File: config.mk
export PLATFORM = sky130hd
export DESIGN_NAME = casc_irq_ctrl
export DESIGN_NICKNAME = d
export VERILOG_FILES = /design/src/rtl/cic_pkg.sv /design/src/rtl/cic_group.sv /design/src/rtl/cic_sec_stage.sv /design/src/rtl/cic_timer_latch.sv /design/src/rtl/casc_irq_ctrl.sv
export SDC_FILE = /design/constraint.sdc
export NUM_CORES = 1
export LEC_CHECK = 0
export ABC_AREA = 1
export BUFFER_PORTS_ARGS = -buffer_cell sky130_fd_sc_hd__buf_2
export CAP_MARGIN = 20
export CORE_ASPECT_RATIO = 1.25
export CORE_UTILIZATION = 25
export DETAILED_ROUTE_END_ITERATION = 7
export PLACE_DENSITY_LB_ADDON = 0.05
export SETUP_SLACK_MARGIN = 0.05
export SLEW_MARGIN = 15
export SYNTH_ARGS = -nofsm -noshare
export SYNTH_HDL_FRONTEND = slang
export SYNTH_SLANG_ARGS = --single-unit
File: constraint.sdc
create_clock -name clk -period 0.9 [get_ports clk]
set_clock_uncertainty 0.1 [all_clocks]
set_input_delay 0.045 -clock clk [delete_from_list [all_inputs] [get_ports clk]]
set_output_delay 0.045 -clock clk [all_outputs]
set_load 0.02 [all_outputs]
File: src/rtl/cic_pkg.sv
package cic_pkg;
  localparam int GRP_W  = 8;
  localparam int DATA_W = 32;
  localparam int ADDR_W = 3;
  localparam int TMR_N  = 2;

  typedef enum logic [ADDR_W-1:0] {
    OFF_A_STAT   = 3'd0,
    OFF_A_MASK   = 3'd1,
    OFF_B_STAT   = 3'd2,
    OFF_B_MASK   = 3'd3,
    OFF_SEC_STAT = 3'd4,
    OFF_SEC_MSK0 = 3'd5,
    OFF_SEC_MSK1 = 3'd6,
    OFF_TMR_CLR  = 3'd7
  } reg_off_e;
endpackage

File: src/rtl/cic_group.sv
module cic_group #(
  parameter int W        = 8,
  parameter int CASC_BIT = 7
) (
  input  logic         clk,
  input  logic         rst_n,
  input  logic [W-1:0] req,
  input  logic         casc_in,
  input  logic         mask_we,
  input  logic [W-1:0] mask_wdata,
  output logic [W-1:0] status,
  output logic [W-1:0] mask,
  output logic         pend_any
);
  logic [W-1:0] req_q;
  logic [W-1:0] casc_vec;

  always_ff @(posedge clk or negedge rst_n) begin
    if (!rst_n) begin
      req_q <= '0;
      mask  <= '0;
    end else begin
      req_q <= req;
      if (mask_we) mask <= mask_wdata;
    end
  end

  always_comb begin
    casc_vec = '0;
    casc_vec[CASC_BIT] = casc_in;
  end

  assign status   = req_q | casc_vec;
  assign pend_any = |(status & mask);


  mask_rb_chk: assert property (@(posedge clk) disable iff (!rst_n)
    mask_we |=> mask == $past(mask_wdata));


  no_pend_unmasked_chk: assert property (@(posedge clk) disable iff (!rst_n)
    (mask == '0) |-> !pend_any);
endmodule

File: src/rtl/cic_sec_stage.sv
module cic_sec_stage #(
  parameter int W = 8
) (
  input  logic         clk,
  input  logic         rst_n,
  input  logic [W-1:0] req,
  input  logic [1:0]   mask_we,
  input  logic [W-1:0] mask_wdata,
  output logic [W-1:0] status,
  output logic [W-1:0] mask0,
  output logic [W-1:0] mask1,
  output logic [1:0]   hit
);
  logic [W-1:0] req_q;
  logic [W-1:0] msk [2];

  always_ff @(posedge clk or negedge rst_n) begin
    if (!rst_n) req_q <= '0;
    else        req_q <= req;
  end

  for (genvar m = 0; m < 2; m++) begin : g_msk
    always_ff @(posedge clk or negedge rst_n) begin
      if (!rst_n)          msk[m] <= '0;
      else if (mask_we[m]) msk[m] <= mask_wdata;
    end
    assign hit[m] = |(req_q & msk[m]);


    sec_mask_off_chk: assert property (@(posedge clk) disable iff (!rst_n)
      (msk[m] == '0) |-> !hit[m]);
  end

  assign status = req_q;
  assign mask0  = msk[0];
  assign mask1  = msk[1];
endmodule

File: src/rtl/cic_timer_latch.sv
module cic_timer_latch (
  input  logic clk,
  input  logic rst_n,
  input  logic tmr_in,
  input  logic clr,
  output logic latch
);
  logic s_cur, s_prev, rise;

  always_ff @(posedge clk or negedge rst_n) begin
    if (!rst_n) begin
      s_cur  <= 1'b0;
      s_prev <= 1'b0;
      latch  <= 1'b0;
    end else begin
      s_cur  <= tmr_in;
      s_prev <= s_cur;
      if (rise)     latch <= 1'b1;
      else if (clr) latch <= 1'b0;
    end
  end

  assign rise = s_cur & ~s_prev;


  set_wins_chk: assert property (@(posedge clk) disable iff (!rst_n)
    (rise && clr) |=> latch);


  clr_takes_chk: assert property (@(posedge clk) disable iff (!rst_n)
    (clr && !rise) |=> !latch);


  hold_chk: assert property (@(posedge clk) disable iff (!rst_n)
    (latch && !clr) |=> latch);
endmodule

File: src/rtl/casc_irq_ctrl.sv
module casc_irq_ctrl
  import cic_pkg::*;
#(
  parameter int GW       = GRP_W,
  parameter int NT       = TMR_N,
  parameter int A_CASC   = 7,
  parameter int B_CASC   = 3
) (
  input  logic              clk,
  input  logic              rst_n,
  input  logic              reg_en,
  input  logic              reg_wr,
  input  logic [ADDR_W-1:0] reg_addr,
  input  logic [DATA_W-1:0] reg_wdata,
  output logic [DATA_W-1:0] reg_rdata,
  input  logic [GW-1:0]     grpa_req,
  input  logic [GW-1:0]     grpb_req,
  input  logic [GW-1:0]     sec_req,
  input  logic [NT-1:0]     tmr_in,
  output logic [1:0]        cpu_irq,
  output logic [NT-1:0]     tmr_irq
);
  localparam int PAD = DATA_W - GW;
  localparam int TPAD = DATA_W - NT;

  logic          wr_hit;
  logic          a_we, b_we;
  logic [1:0]    sec_we;
  logic [NT-1:0] tmr_clr;
  logic [GW-1:0] a_stat, a_mask, b_stat, b_mask;
  logic [GW-1:0] s_stat, s_mask0, s_mask1;
  logic [1:0]    s_hit;
  reg_off_e      off;

  assign off    = reg_off_e'(reg_addr);
  assign wr_hit = reg_en & reg_wr;
  assign a_we   = wr_hit && (off == OFF_A_MASK);
  assign b_we   = wr_hit && (off == OFF_B_MASK);
  assign sec_we = {wr_hit && (off == OFF_SEC_MSK1), wr_hit && (off == OFF_SEC_MSK0)};
  assign tmr_clr = (wr_hit && (off == OFF_TMR_CLR)) ? reg_wdata[NT-1:0] : '0;

  cic_sec_stage #(.W(GW)) u_sec (
    .clk        (clk),
    .rst_n      (rst_n),
    .req        (sec_req),
    .mask_we    (sec_we),
    .mask_wdata (reg_wdata[GW-1:0]),
    .status     (s_stat),
    .mask0      (s_mask0),
    .mask1      (s_mask1),
    .hit        (s_hit)
  );

  cic_group #(.W(GW), .CASC_BIT(A_CASC)) u_grpa (
    .clk        (clk),
    .rst_n      (rst_n),
    .req        (grpa_req),
    .casc_in    (s_hit[0]),
    .mask_we    (a_we),
    .mask_wdata (reg_wdata[GW-1:0]),
    .status     (a_stat),
    .mask       (a_mask),
    .pend_any   (cpu_irq[0])
  );

  cic_group #(.W(GW), .CASC_BIT(B_CASC)) u_grpb (
    .clk        (clk),
    .rst_n      (rst_n),
    .req        (grpb_req),
    .casc_in    (s_hit[1]),
    .mask_we    (b_we),
    .mask_wdata (reg_wdata[GW-1:0]),
    .status     (b_stat),
    .mask       (b_mask),
    .pend_any   (cpu_irq[1])
  );

  for (genvar t = 0; t < NT; t++) begin : g_tmr
    cic_timer_latch u_lat (
      .clk    (clk),
      .rst_n  (rst_n),
      .tmr_in (tmr_in[t]),
      .clr    (tmr_clr[t]),
      .latch  (tmr_irq[t])
    );
  end

  always_comb begin
    reg_rdata = '0;
    if (reg_en) begin
      case (off)
        OFF_A_STAT:   reg_rdata = {{PAD{1'b0}}, a_stat};
        OFF_A_MASK:   reg_rdata = {{PAD{1'b0}}, a_mask};
        OFF_B_STAT:   reg_rdata = {{PAD{1'b0}}, b_stat};
        OFF_B_MASK:   reg_rdata = {{PAD{1'b0}}, b_mask};
        OFF_SEC_STAT: reg_rdata = {{PAD{1'b0}}, s_stat};
        OFF_SEC_MSK0: reg_rdata = {{PAD{1'b0}}, s_mask0};
        OFF_SEC_MSK1: reg_rdata = {{PAD{1'b0}}, s_mask1};
        OFF_TMR_CLR:  reg_rdata = {{TPAD{1'b0}}, tmr_irq};
        default:      reg_rdata = '0;
      endcase
    end
  end


  casc_a_chk: assert property (@(posedge clk) disable iff (!rst_n)
    (s_hit[0] && a_mask[A_CASC]) |-> cpu_irq[0]);


  casc_b_chk: assert property (@(posedge clk) disable iff (!rst_n)
    (s_hit[1] && b_mask[B_CASC]) |-> cpu_irq[1]);


  quiet_when_masked_chk: assert property (@(posedge clk) disable iff (!rst_n)
    (a_mask == '0 && b_mask == '0) |-> (cpu_irq == 2'b00));
endmodule

# Yosys cells after proc, flatten, opt, wreduce, memory -nomap -nowiden

Index checks and enable logic that the tools add are counted.

Flip-flop bits (word level): 62
Bits in latches: 0
Memory bits (writable): 0
ROM bits: 0
Input port bits: 65
Logic and storage cells: 50
Memories: 0

Add/sub/neg operators: 0
Multipliers: 0
Div/mod/pow operators: 0
$lt $le $gt $ge: 0
Equality and inequality tests: 7
Shifts and indexed selects: 0
Mux-type cells: 7
Bitwise gates (word level): 11
Reductions and logical operators: 12

Operators with widths:

| kind                                                 | number |
|---|---|
| one-hot mux 32 bit (8 select lines)                  | 1 |
| bitwise AND 8 bit                                    | 4 |
| 2-to-1 mux 32 bit                                    | 1 |
| OR reduction 8 bit                                   | 4 |
| equality test 3 bit (second input constant)          | 4 |
| OR 8 x 4 -> 8 bit                                    | 1 |
| OR 8 bit                                             | 1 |
| equality test 3 x 2 -> 1 bit (second input constant) | 2 |
| logical AND 1 bit                                    | 5 |
| 2-to-1 mux 1 bit                                     | 4 |
| nonzero test 2 bit                                   | 2 |
| bitwise AND 1 bit                                    | 3 |
| equality test 3 x 1 -> 1 bit (second input constant) | 1 |
| logical NOT 3 bit                                    | 1 |
| 2-to-1 mux 2 bit                                     | 1 |
| inverter 1 bit                                       | 2 |

# Depth between registers and ports, before layout

Word-level depth: 5
Mapped depth: 10

# By module

From an unflattened synthesis, not the netlist that was laid out.

Cell total of the unflattened synthesis: 404
Area total of the unflattened synthesis: 3281.9 um^2

Modules (own cells, without submodules):

| module          | instances | cells each | area each (um^2) | seq. area each (um^2) |
|---|---|---|---|---|
| cic_group       | 2         | 64         | 625.6            | 400.4 |
| cic_sec_stage   | 1         | 104        | 935.9            | 600.6 |
| casc_irq_ctrl   | 1         | 156        | 907.1            | 0.0 |
| cic_timer_latch | 2         | 8          | 93.8             | 75.1 |

# Worst setup path after synthesis

Ideal clock, no wire load.

Path type: input port to output port
Start: input reg_addr[2]
End: output reg_rdata[0]
Arrival time: 1.013 ns
Required time: 0.755 ns
Path slack: -0.258 ns
Stages: 8
Buffers on the path: 1
Path through: buf_4 inv_2 nand2_4 nor2_2 inv_4 o21ai_1 nor2_1 a21oi_1

Word-level cells in the longest chain between the ends: 3
Elaborated cells on any way between the ends: 10

Ends and longest elaborated chain:

| item                                        | line                | source |
|---|---|---|
| start: declaration                          | casc_irq_ctrl.sv:13 | `input logic [ADDR_W-1:0] reg_addr,` |
| equality test 3 bit (tied with other cells) | casc_irq_ctrl.sv:91 | `case (off)` |
| one-hot mux 32 bit (8 select lines) (*)     | casc_irq_ctrl.sv:91 |  |
| 2-to-1 mux 32 bit (*)                       | casc_irq_ctrl.sv:90 | `if (reg_en) begin` |
| end: declaration                            | casc_irq_ctrl.sv:15 | `output logic [DATA_W-1:0] reg_rdata,` |

Every way passes the cells marked *; elsewhere a longest branch is shown, timed or not. The select of a mux whose other input is x is not followed.

# Final worst setup path

Start: register u_sec.req_q[2] (netlist: u_sec.status[2])
End: output reg_rdata[7]

Word-level cells in the longest chain between the ends: 5

Ends and longest elaborated chain:

| item                                | line                | source |
|---|---|---|
| start: declaration                  | cic_sec_stage.sv:14 | `logic [W-1:0] req_q;` |
| start signal: assignment            | cic_sec_stage.sv:19 | `else req_q <= req;` |
| bitwise AND 8 bit                   | cic_sec_stage.sv:27 | `assign hit[m] = \|(req_q & msk[m]);` |
| OR reduction 8 bit                  | cic_sec_stage.sv:27 |  |
| OR 8 bit                            | cic_group.sv:33     | `assign status = req_q \| casc_vec;` |
| one-hot mux 32 bit (8 select lines) | casc_irq_ctrl.sv:91 |  |
| 2-to-1 mux 32 bit                   | casc_irq_ctrl.sv:90 |  |

No other way between the ends. The select of a mux whose other input is x is not followed.

==> results.py <==
metrics = {
    "yosys": {
        "synth_edf_count": 0,
        "netlist_area_sq_um": 3040,
        "synth.distinct_cells": 24,
        "ys.flop_type": "dfrtp_1",
        "syn_inst": 364,
        "ys_warn_count": 0,
        "async_flop_share_pct": 100,
        "seq_area_frac_synth_pct": 51.0,
        "synth-seq-cells": 62,
        "postSynthAreaPerCell_sq_um": 8.36,
    },
    "critical_path": {
        "critPathMaxStageDelay_ns": 0.39,
        "worst-setup-path-type": "flip-flop to primary output",
        "crit_chain": "nand2_1 > nand3_2 > nor2_4 > nand4_1 > nand2_2 > nor2_4 > buf_6",
        "rr_worst_depth": 4,
        "critical_path.max_fanout": 3,
        "rrSetupSlack_ns": -0.06,
        "cp_data_required_time_ns": 0.75,
        "cp_common_cell": "nor2_4",
        "critPathSlowestCell": "dfrtp_1",
        "end_kind": "primary output",
        "worstPathArrival_ns": 1.45,
        "startpoint_type": "flip-flop",
    },
    "clocking": {
        "numCtsBuffers": 9,
        "ctsRootBufferMaster": "clkbuf_16",
        "clkTransAtPathRegs_ns": 0.05,
        "tritoncts": "built",
        "cts_buffer_depth": 2,
        "insertion_delay_ns": 0.33,
        "clock-sinks": 62,
        "h-tree-depth": 3,
    },
    "finish": {
        "drive_gt1_share_pct": 44.8,
        "antenna_cells": 0,
        "synthToLayoutAreaGrowth_pct": 63.1,
        "layout.nets": 577,
        "final_area_sq_um": 4970,
        "register_area_sq_um": 1550,
        "post-route-util_pct": 42.3,
        "nFillCells": 1208,
        "multi_input_area_sq_um": 1470,
    },
    "floorplan": {
        "io_pins": 101,
        "die_w_um": 101,
        "die-area_sq_um": 12600,
        "core_area_sq_um": 11700,
        "rows": 44,
        "start_util_pct": 26.0,
        "die_h_um": 125,
    },
    "timing": {
        "setup_ws_ns": -0.699,
        "holdWs_ns": -0.0420,
        "slew_violations": 0,
        "period_share_pct": 178,
        "rsz0062_at_grt": "true",
        "setup_viol": 15,
        "fmax_mhz": 626,
        "period_needed_ns": 1.60,
        "final_hold_viol_count": 5,
    },
    "drt": {
        "routed_via_density": 4.22,
        "first_pass_iters": 4,
        "drt_iter0_drc": 102,
        "via_count": 2858,
        "routedWlPerCell_um": 14.4,
        "ant_nets": 0,
        "drc": 0,
        "wl_mm": 9.78,
    },
    "grt": {
        "track_usage_pct": 16.8,
        "grt_use_met1_pct": 20.0,
        "overflow": 0,
        "grt_pass1_wl_mm": 15.3,
        "grt_antenna_before_repair": 0,
        "grt_max_degree": 38,
        "top_usage_layer": "met2",
        "grt_use_met2_pct": 29.0,
        "first_global_vias": 2933,
        "grt_use_met3_pct": 3.41,
    },
    "placed_design": {
        "gp_congestion": 0.769,
        "placed_area_sq_um": 3990,
        "portBuffers": 52,
        "dp_hpwl_mm": 7.55,
    },
    "power_and_ir_drop": {
        "p_per_area_nw_per_um2": 1820,
        "p_leak_nw": 2.36,
        "total_power_w": 0.00903,
        "ir_drop_mv": 0.789,
    },
    "run_status": {
        "violations": "hold timing, setup timing",
        "outcome": "complete, but fails checks",
    },
    "worst_hold_path": {
        "hp-class": "input port to flip-flop",
        "hold_depth": 4,
    },
    "job": {
        "cap_violations": 0,
    },
}
==> registers in the layout, indices dropped and copies added, names as in the netlist <==
register            count
u_sec.mask1             8
g_tmr.u_lat.s_prev      2
u_sec.status            8
g_tmr.u_lat.latch       2
u_grpa.mask             8
u_grpb.mask             8
u_grpa.req_q            8
u_sec.mask0             8
g_tmr.u_lat.s_cur       2
u_grpb.req_q            8
==> per-layer routing <==
layer	wire length (um)	vias up
li1	-	1428
met1	4200	1329
met2	4970	84
met3	348	17
met4	264	0
met5	0	-
==> critical path: cells and delay by family, from the launching register on <==
family / cells / cell delay, ns
and+or+nand+nor: 6 / 0.61
DFF: 1 / 0.39
buffers and inverters: 1 / 0.13
==> report_power, final <==
part           internal, W  switching, W
Clock              0.00184       0.00116
Sequential         0.00318      0.000313
Combinational      0.00129       0.00125
Total              0.00630       0.00272
==> cells in the final DEF, fill, tap and decap left out, types with 5 or more instances in the layout <==
cell type,synthesis,final
nand2_1,96,72
dfrtp_1,62,62
buf_2,2,40
buf_4,33,37
dlygate4sd3_1,0,33
buf_6,2,32
o21ai_1,31,30
nand2_2,2,26
conb_1,1,24
inv_1,29,16
inv_2,7,15
nor2_1,24,12
nor2_4,3,11
nand4_1,11,11
o21ai_0,18,10
a21oi_2,0,10
o21ai_2,0,9
clkbuf_16,0,9
buf_12,0,8
nor2_2,3,7
nand3_1,12,6
inv_4,1,5
==> final cells by class <==
class | instances | share of cell area (%)
multi-input combinational | 251 | 29.6
tap | 161 | 4.06
clock inverter | 2 | 0.202
inverter | 37 | 3.20
sequential | 62 | 31.2
timing repair buffer | 151 | 26.9
clock buffer | 13 | 4.84
==> path summary, 6_finish.rpt <==
check / startpoint / to
max in group asynchronous: rst_n / u_sec.status[1]$_DFF_PN0_
hold reg to reg: g_tmr[0].u_lat.s_cur$_DFF_PN0_ / g_tmr[0].u_lat.s_prev$_DFF_PN0_
min in group asynchronous: rst_n / u_grpa.mask[6]$_DFFE_PN0P_
hold / removal: reg_wdata[0] / u_sec.mask0[0]$_DFFE_PN0P_
setup / recovery: u_sec.status[2]$_DFF_PN0_ / reg_rdata[7]
setup reg to reg: g_tmr[0].u_lat.latch$_DFFE_PN0P_ / g_tmr[0].u_lat.latch$_DFFE_PN0P_
==> Yosys cell counts, types with 2 or more instances <==
cell type	number	area share [%]
inv_2	7	0.86
nand4_1	11	2.3
dfrtp_1	62	51
nor2_4	3	1.1
o22ai_1	2	0.41
nand3_1	12	2.0
a21oi_1	12	2.0
nor2_2	3	0.62
a211oi_1	2	0.49
o21ai_0	18	3.0
nor3_1	6	0.99
nor2_1	24	3.0
o21ai_1	31	5.1
nand2_4	3	1.1
nand2_2	2	0.41
buf_2	2	0.33
buf_6	2	0.74
inv_1	29	3.6
nand2_1	96	12
buf_4	33	8.1
==> through the flow <==
step / worst slack [ns] / TNS [ns] / instances
2_1_floorplan: -0.166 / -1.08 / 387
3_3_place_gp: -0.493 / -12.11 / 623
3_5_place_dp: -0.493 / -12.13 / 623
4_1_cts: -0.754 / -7.13 / 673
5_1_grt: -0.775 / -7.81 / 677
6_report: -0.699 / -6.91 / 677
==> cells by family after synthesis <==
group	Yosys count	share of synthesized area (%)
buffers and inverters	74	13.9
flip-flops	62	51.0
AO/OA/AOI/OAI	65	10.9
other	1	0.123
AND/OR/NAND/NOR	162	24.1
==> timing repair <==
| action | 4_1_cts | 5_1_grt |
|---|---|---|
| gates cloned | 0 | 0 |
| hold endpoints to repair | 114 | 3 |
| hold buffers | 34 | 1 |
| gates resized for setup | 50 | 70 |
| pin swaps | 26 | 34 |
| buffers inserted | 2 | 7 |
| endpoints found under the setup margin | 24 | 40 |
(Power assumes the default switching activity.)
